### src/rtl/trp_pkg.sv
package trp_pkg;
  localparam logic [1:0] PRV_USER  = 2'd0;
  localparam logic [1:0] PRV_SUPER = 2'd1;
  localparam logic [1:0] PRV_MACH  = 2'd3;

  typedef enum logic [4:0] {
    CAUSE_MISALIGN = 5'd0,
    CAUSE_ILLEGAL  = 5'd2,
    CAUSE_VIRT     = 5'd22
  } cause_e;

  typedef struct packed {
    logic       sie;
    logic       spie;
    logic       spp;
    logic       mie;
    logic       mpie;
    logic [1:0] mpp;
    logic       mpv;
    logic       spv;
  } stat_t;
endpackage

### src/rtl/trp_check.sv
module trp_check
  import trp_pkg::*;
#(
  parameter int RULE_W = 5
) (
  input  logic              is_mret,
  input  logic [1:0]        cur_priv,
  input  logic              cur_virt,
  input  logic              tsr,
  input  logic              vtsr,
  input  logic [1:0]        mpp,
  input  logic              has_c,
  input  logic              has_h,
  input  logic [RULE_W-1:0] rule_cnt,
  input  logic [1:0]        pc_lo,
  output logic              bad,
  output cause_e            cause
);
  logic priv_low, misalign, tsr_hit, vtsr_hit, prot_hit;

  always_comb begin
    priv_low = is_mret ? (cur_priv != PRV_MACH) : (cur_priv < PRV_SUPER);
    misalign = !has_c && (pc_lo != 2'b00);
    tsr_hit  = !is_mret && tsr && (cur_priv != PRV_MACH);
    vtsr_hit = !is_mret && has_h && cur_virt && vtsr;
    prot_hit = is_mret && (rule_cnt == '0) && (mpp != PRV_MACH);
  end

  // first failing check wins
  always_comb begin
    bad   = 1'b1;
    cause = CAUSE_ILLEGAL;
    if (priv_low)      cause = CAUSE_ILLEGAL;
    else if (misalign) cause = CAUSE_MISALIGN;
    else if (tsr_hit)  cause = CAUSE_ILLEGAL;
    else if (vtsr_hit) cause = CAUSE_VIRT;
    else if (prot_hit) cause = CAUSE_ILLEGAL;
    else               bad   = 1'b0;
  end
endmodule

### src/rtl/trp_update.sv
module trp_update
  import trp_pkg::*;
(
  input  logic       is_mret,
  input  logic       cur_virt,
  input  logic       has_h,
  input  stat_t      st_in,
  output stat_t      st_out,
  output logic [1:0] priv_out,
  output logic       virt_out
);
  always_comb begin
    st_out   = st_in;
    priv_out = PRV_USER;
    virt_out = cur_virt;
    if (is_mret) begin
      priv_out    = st_in.mpp;
      st_out.mie  = st_in.mpie;
      st_out.mpie = 1'b1;
      st_out.mpp  = PRV_USER;
      st_out.mpv  = 1'b0;
      if (has_h) virt_out = st_in.mpv;
    end else begin
      priv_out    = {1'b0, st_in.spp};
      st_out.sie  = st_in.spie;
      st_out.spie = 1'b1;
      st_out.spp  = 1'b0;
      if (has_h && !cur_virt) begin
        virt_out   = st_in.spv;
        st_out.spv = 1'b0;
      end
    end
  end
endmodule

### src/rtl/trap_return_unit.sv
module trap_return_unit
  import trp_pkg::*;
#(
  parameter  int XLEN      = 32,
  parameter  int MAX_RULES = 16,
  localparam int RULE_W    = $clog2(MAX_RULES + 1)
) (
  input  logic              clk,
  input  logic              rst,
  input  logic              req_valid,
  input  logic              req_is_mret,
  input  logic [1:0]        cur_priv,
  input  logic              cur_virt,
  input  logic              st_sie,
  input  logic              st_spie,
  input  logic              st_spp,
  input  logic              st_mie,
  input  logic              st_mpie,
  input  logic [1:0]        st_mpp,
  input  logic              st_mpv,
  input  logic              st_tsr,
  input  logic              hs_spv,
  input  logic              hs_vtsr,
  input  logic [XLEN-1:0]   sepc,
  input  logic [XLEN-1:0]   mepc,
  input  logic              cfg_has_c,
  input  logic              cfg_has_h,
  input  logic [RULE_W-1:0] cfg_rule_cnt,
  output logic              done,
  output logic              fault,
  output logic [4:0]        fault_cause,
  output logic [1:0]        new_priv,
  output logic              new_virt,
  output logic              new_sie,
  output logic              new_spie,
  output logic              new_spp,
  output logic              new_mie,
  output logic              new_mpie,
  output logic [1:0]        new_mpp,
  output logic              new_mpv,
  output logic              new_spv,
  output logic [XLEN-1:0]   ret_pc
);
  logic [XLEN-1:0] sel_pc;
  logic            chk_bad;
  cause_e          chk_cause;
  stat_t           st_cur, st_nxt, st_q;
  logic [1:0]      priv_nxt;
  logic            virt_nxt;

  assign sel_pc = req_is_mret ? mepc : sepc;
  assign st_cur = '{sie: st_sie, spie: st_spie, spp: st_spp, mie: st_mie,
                    mpie: st_mpie, mpp: st_mpp, mpv: st_mpv, spv: hs_spv};

  trp_check #(.RULE_W(RULE_W)) u_check (
    .is_mret  (req_is_mret),
    .cur_priv (cur_priv),
    .cur_virt (cur_virt),
    .tsr      (st_tsr),
    .vtsr     (hs_vtsr),
    .mpp      (st_mpp),
    .has_c    (cfg_has_c),
    .has_h    (cfg_has_h),
    .rule_cnt (cfg_rule_cnt),
    .pc_lo    (sel_pc[1:0]),
    .bad      (chk_bad),
    .cause    (chk_cause)
  );

  trp_update u_update (
    .is_mret  (req_is_mret),
    .cur_virt (cur_virt),
    .has_h    (cfg_has_h),
    .st_in    (st_cur),
    .st_out   (st_nxt),
    .priv_out (priv_nxt),
    .virt_out (virt_nxt)
  );

  always_ff @(posedge clk) begin
    if (rst) begin
      done        <= 1'b0;
      fault       <= 1'b0;
      fault_cause <= '0;
      new_priv    <= PRV_USER;
      new_virt    <= 1'b0;
      st_q        <= '0;
      ret_pc      <= '0;
    end else begin
      done        <= 1'b0;
      fault       <= 1'b0;
      fault_cause <= '0;
      if (req_valid) begin
        if (chk_bad) begin
          fault       <= 1'b1;
          fault_cause <= chk_cause;
        end else begin
          done     <= 1'b1;
          new_priv <= priv_nxt;
          new_virt <= virt_nxt;
          st_q     <= st_nxt;
          ret_pc   <= sel_pc;
        end
      end
    end
  end

  assign new_sie  = st_q.sie;
  assign new_spie = st_q.spie;
  assign new_spp  = st_q.spp;
  assign new_mie  = st_q.mie;
  assign new_mpie = st_q.mpie;
  assign new_mpp  = st_q.mpp;
  assign new_mpv  = st_q.mpv;
  assign new_spv  = st_q.spv;

  AST_ONE_RESULT: assert property (@(posedge clk) disable iff (rst)
    !(done && fault));
  AST_NEEDS_REQ: assert property (@(posedge clk) disable iff (rst)
    (done || fault) |-> $past(req_valid));
  AST_FAULT_HOLDS: assert property (@(posedge clk) disable iff (rst)
    fault |-> ($stable(new_priv) && $stable(ret_pc) && $stable(st_q)));
  AST_CAUSE_SET: assert property (@(posedge clk) disable iff (rst)
    fault |-> (fault_cause == 5'd0 || fault_cause == 5'd2 || fault_cause == 5'd22));
  AST_PRIV_GATE: assert property (@(posedge clk) disable iff (rst)
    (fault && $past(req_is_mret) && $past(cur_priv) != PRV_MACH) |-> fault_cause == 5'd2);
  AST_ALIGNED_PC: assert property (@(posedge clk) disable iff (rst)
    (done && !$past(cfg_has_c)) |-> ret_pc[1:0] == 2'b00);
  AST_MRET_FIELDS: assert property (@(posedge clk) disable iff (rst)
    (done && $past(req_is_mret)) |-> (new_mpp == PRV_USER && !new_mpv && new_mpie));
  AST_SRET_FIELDS: assert property (@(posedge clk) disable iff (rst)
    (done && !$past(req_is_mret)) |-> (new_spie && !new_spp));
  AST_NO_RULES: assert property (@(posedge clk) disable iff (rst)
    (done && $past(req_is_mret) && $past(cfg_rule_cnt) == '0) |-> new_priv == PRV_MACH);
endmodule

### config.mk
export PLATFORM = sky130hd
export DESIGN_NAME = trap_return_unit
export DESIGN_NICKNAME = d
export VERILOG_FILES = /design/src/rtl/trp_pkg.sv /design/src/rtl/trp_check.sv /design/src/rtl/trp_update.sv /design/src/rtl/trap_return_unit.sv
export SDC_FILE = /design/constraint.sdc
export NUM_CORES = 1
export LEC_CHECK = 0
export BUFFER_PORTS_ARGS = -buffer_cell sky130_fd_sc_hd__buf_2
export CAP_MARGIN = 20
export CORE_ASPECT_RATIO = 1.5
export CORE_MARGIN = 2
export CORE_UTILIZATION = 44
export CTS_CLUSTER_DIAMETER = 40
export CTS_CLUSTER_SIZE = 10
export DETAILED_ROUTE_END_ITERATION = 8
export PLACE_DENSITY = 0.8
export SLEW_MARGIN = 20
export SYNTH_ARGS = -nofsm -noshare
export SYNTH_HDL_FRONTEND = slang
export SYNTH_SLANG_ARGS = --single-unit
### constraint.sdc
create_clock -name clk -period 2.2 [get_ports clk]
set_input_delay 0.44 -clock clk [delete_from_list [all_inputs] [get_ports clk]]
set_output_delay 0.44 -clock clk [all_outputs]
set_load 0.01 [all_outputs]
==> impl_metrics.py <==
metrics = {
    "layout": {
        "n_fill_cell": 495,
        "antennaDiodeCount": 0,
        "drive_above_1_share": 0.516,
        "fin_cells": 436,
        "nets": 454,
        "regArea_sq_um": 961,
        "syn2layout_area_growth_pct": 32.2,
        "multiInputGateArea_sq_um": 1370,
    },
    "floorplan": {
        "initial_core_util": 0.457,
        "io_pins": 140,
        "dieArea_sq_um": 6330,
        "die_w_um": 65.6,
        "die_h_um": 96.5,
        "coreArea_sq_um": 5490,
        "rows": 33,
    },
    "power": {
        "power.density_nw_per_um2": 582,
        "p_leak_uw": 0.00153,
        "peakVddDrop_uv": 433,
    },
    "routing": {
        "drt_iter0_drc": 82,
        "ant_nets": 0,
        "wl_per_cell_um": 15.7,
        "dr.pass1.iters": 4,
        "routed_wl_mm": 6.85,
        "via_per_inst": 5.55,
        "routed-via-count": 2420,
        "drcViolationCount": 0,
    },
    "logic_synthesis": {
        "ys_warn_count": 0,
        "synth_mux_area_frac": 0.168,
        "synth_compound_area_frac": 0.300,
        "synth_top_family_by_area": "compound AO/OA/AOI/OAI gates",
        "ys_top_cells_by_area": "dfxtp_1 (38%), mux2i_1 (17%), a211oi_2 (15%), a31oi_1 (9.7%), buf_4 (3.0%)",
        "synth-adder-area-share": 0,
        "synth_xor_xnor_area_share": 0,
        "yosys.area.top_type": "dfxtp_1",
        "synth_common_cells": "dfxtp_1 (48), mux2i_1 (42), a31oi_1 (39)",
        "synth_top_area_frac": 0.383,
        "yosysSeqAreaShare": 0.383,
        "syn_area_sq_um": 2510,
        "synthCells": 240,
        "synth_edf_count": 0,
        "synth-simple-area-share": 0.0634,
        "ys.flop_type": "dfxtp_1",
        "synth-seq-cells": 48,
        "async_flop_share": 0,
        "synthMostInstantiatedCell": "dfxtp_1",
        "synth.distinct_cells": 33,
        "syn_area_per_cell_sq_um": 10.4,
    },
    "sta": {
        "fmax_mhz": 560,
        "slew_violations": 0,
        "setup_viol": 0,
        "hold_viol_final": 0,
        "rsz0062_at_grt": "false",
        "period_needed_ps": 1790,
        "fin_ws_ps": 413,
        "setup_tns_ps": 0,
        "slew_headroom": 0.585,
        "skew_ps": 0,
        "period_share": 0.812,
        "worst_pin_slew_ps": 622,
    },
    "place": {
        "port-buffer-count": 137,
        "place_congestion": 0.841,
        "dp_slack_ps": 108,
        "dpl.hpwl_mm": 5.19,
        "placed_cells": 428,
    },
    "clock_network": {
        "clkTransAtPathRegs_ps": 80,
        "cts_setup_buffers": 0,
        "ctsHoldBuffers": 0,
        "cts_tree": "yes",
        "cts-buffers-inserted": 5,
        "clock_sinks": 48,
        "clkLatencyLatePin_ps": 280,
        "cts-root-buf": "clkbuf_8",
        "htreeDepth": 2,
        "clock_path_buffers": 2,
        "cts_resized": 0,
    },
    "critical_path": {
        "cp_max_fo": 13,
        "critical_path_required_ps": 2420,
        "crit_chain": "buf_2 > buf_4 > nor2b_1 > a311oi_4 > and3_2 > buf_4 > mux2i_1",
        "crit_path_max_incr_delay_ps": 460,
        "worst_path_max_delay_cell": "and3_2",
        "path_common_cell": "buf_4",
        "cp-end-kind": "register",
        "worst-setup-path-type": "input port to register",
        "cp.arrival_ps": 2010,
        "cp-start-kind": "input port",
    },
    "run": {
        "max-cap-violations": 0,
    },
    "global_route": {
        "globalRouteOverflowTotal": 0,
        "grt_max_degree": 40,
        "grt_pass1_wl_mm": 10.6,
        "grt_pass1_vias": 2365,
        "grt_usage": 0.212,
        "antenna_found_initial": 0,
    },
    "outcome": {
        "status": "finished, final reports clean",
    },
    "hold_path": {
        "hp-class": "input port to register",
    },
}
[layout make-up]
class                           instances  area share
Multi-Input combinational cell        157       0.412
Clock buffer                            8      0.0272
Timing Repair Buffer                  148       0.239
Sequential cell                        48       0.290
Inverter                                5     0.00566
Tap cell                               70      0.0264
[sequential cells by signal, summed over array words and instances, names as in the netlist]
register     flops
ret_pc          32
fault_cause      2
new_mpp          2
new_priv         2
done             1
fault            1
new_mie          1
new_mpie         1
new_mpv          1
new_sie          1
new_spie         1
new_spp          1
new_spv          1
new_virt         1
[through the flow]
stage	hold WS [ps]	util	instance area, sq um	power [uW]
2_1_floorplan	479	-	2510	1250
3_3_place_gp	447	0.587	3230	1410
3_5_place_dp	467	0.587	3230	1430
4_1_cts	412	0.604	3320	1940
5_1_grt	425	0.604	3320	2020
6_report	415	0.604	3320	1930
[where the power goes]
part | switching (uW) | leakage [uW] | internal, uW
combinational | 254 | 0.00109 | 209
clock | 267 | 0.0000455 | 257
sequential | 24.7 | 0.000392 | 917
total | 546 | 0.00153 | 1380
[layer usage]
layer  wire, um  track usage  vias to the layer above
met5          0            0                        -
met4        208       0.0851                        0
met3        411       0.0429                       16
met2       3620        0.406                       87
met1       2610        0.221                     1149
li1           -            -                     1168
[worst max-delay path: cells and delay by family]
kind	cells	cell delay, ps
buffers and inverters	3	530
AO/OA/AOI/OAI	1	220
multiplexers	1	190
AND/OR/NAND/NOR	2	630
[logic make-up after synthesis]
family,Yosys count
AO/OA/AOI/OAI,86
flip-flops,48
multiplexers,42
buffers and inverters,36
AND/OR/NAND/NOR,27
other,1
[path summary, 6_finish.rpt]
check	startpoint	end	slack (ps)	cells after the start
setup / recovery	req_is_mret	new_mpv$_SDFFE_PP0P_	410	7
hold / removal	st_spie	new_spie$_SDFFE_PP0P_	420	3
setup reg to reg	new_sie$_SDFFE_PP0P_	new_sie$_SDFFE_PP0P_	1430	2
hold reg to reg	new_mpv$_SDFFE_PP0P_	new_mpv$_SDFFE_PP0P_	480	2
[layout by cell type (no fill, tap or decap), types with 4 or more instances in the layout]
cell type  netlist  routed
buf_2            7     137
dfxtp_1         48      48
mux2i_1         42      42
a31oi_1         39      39
a211oi_2        30      30
buf_4           10       9
a211oi_1         7       7
nand2_1          6       6
clkbuf_8         0       6
inv_1            5       5
nor2_1           4       4
nand2b_1         4       4
(Power assumes the default switching activity.)
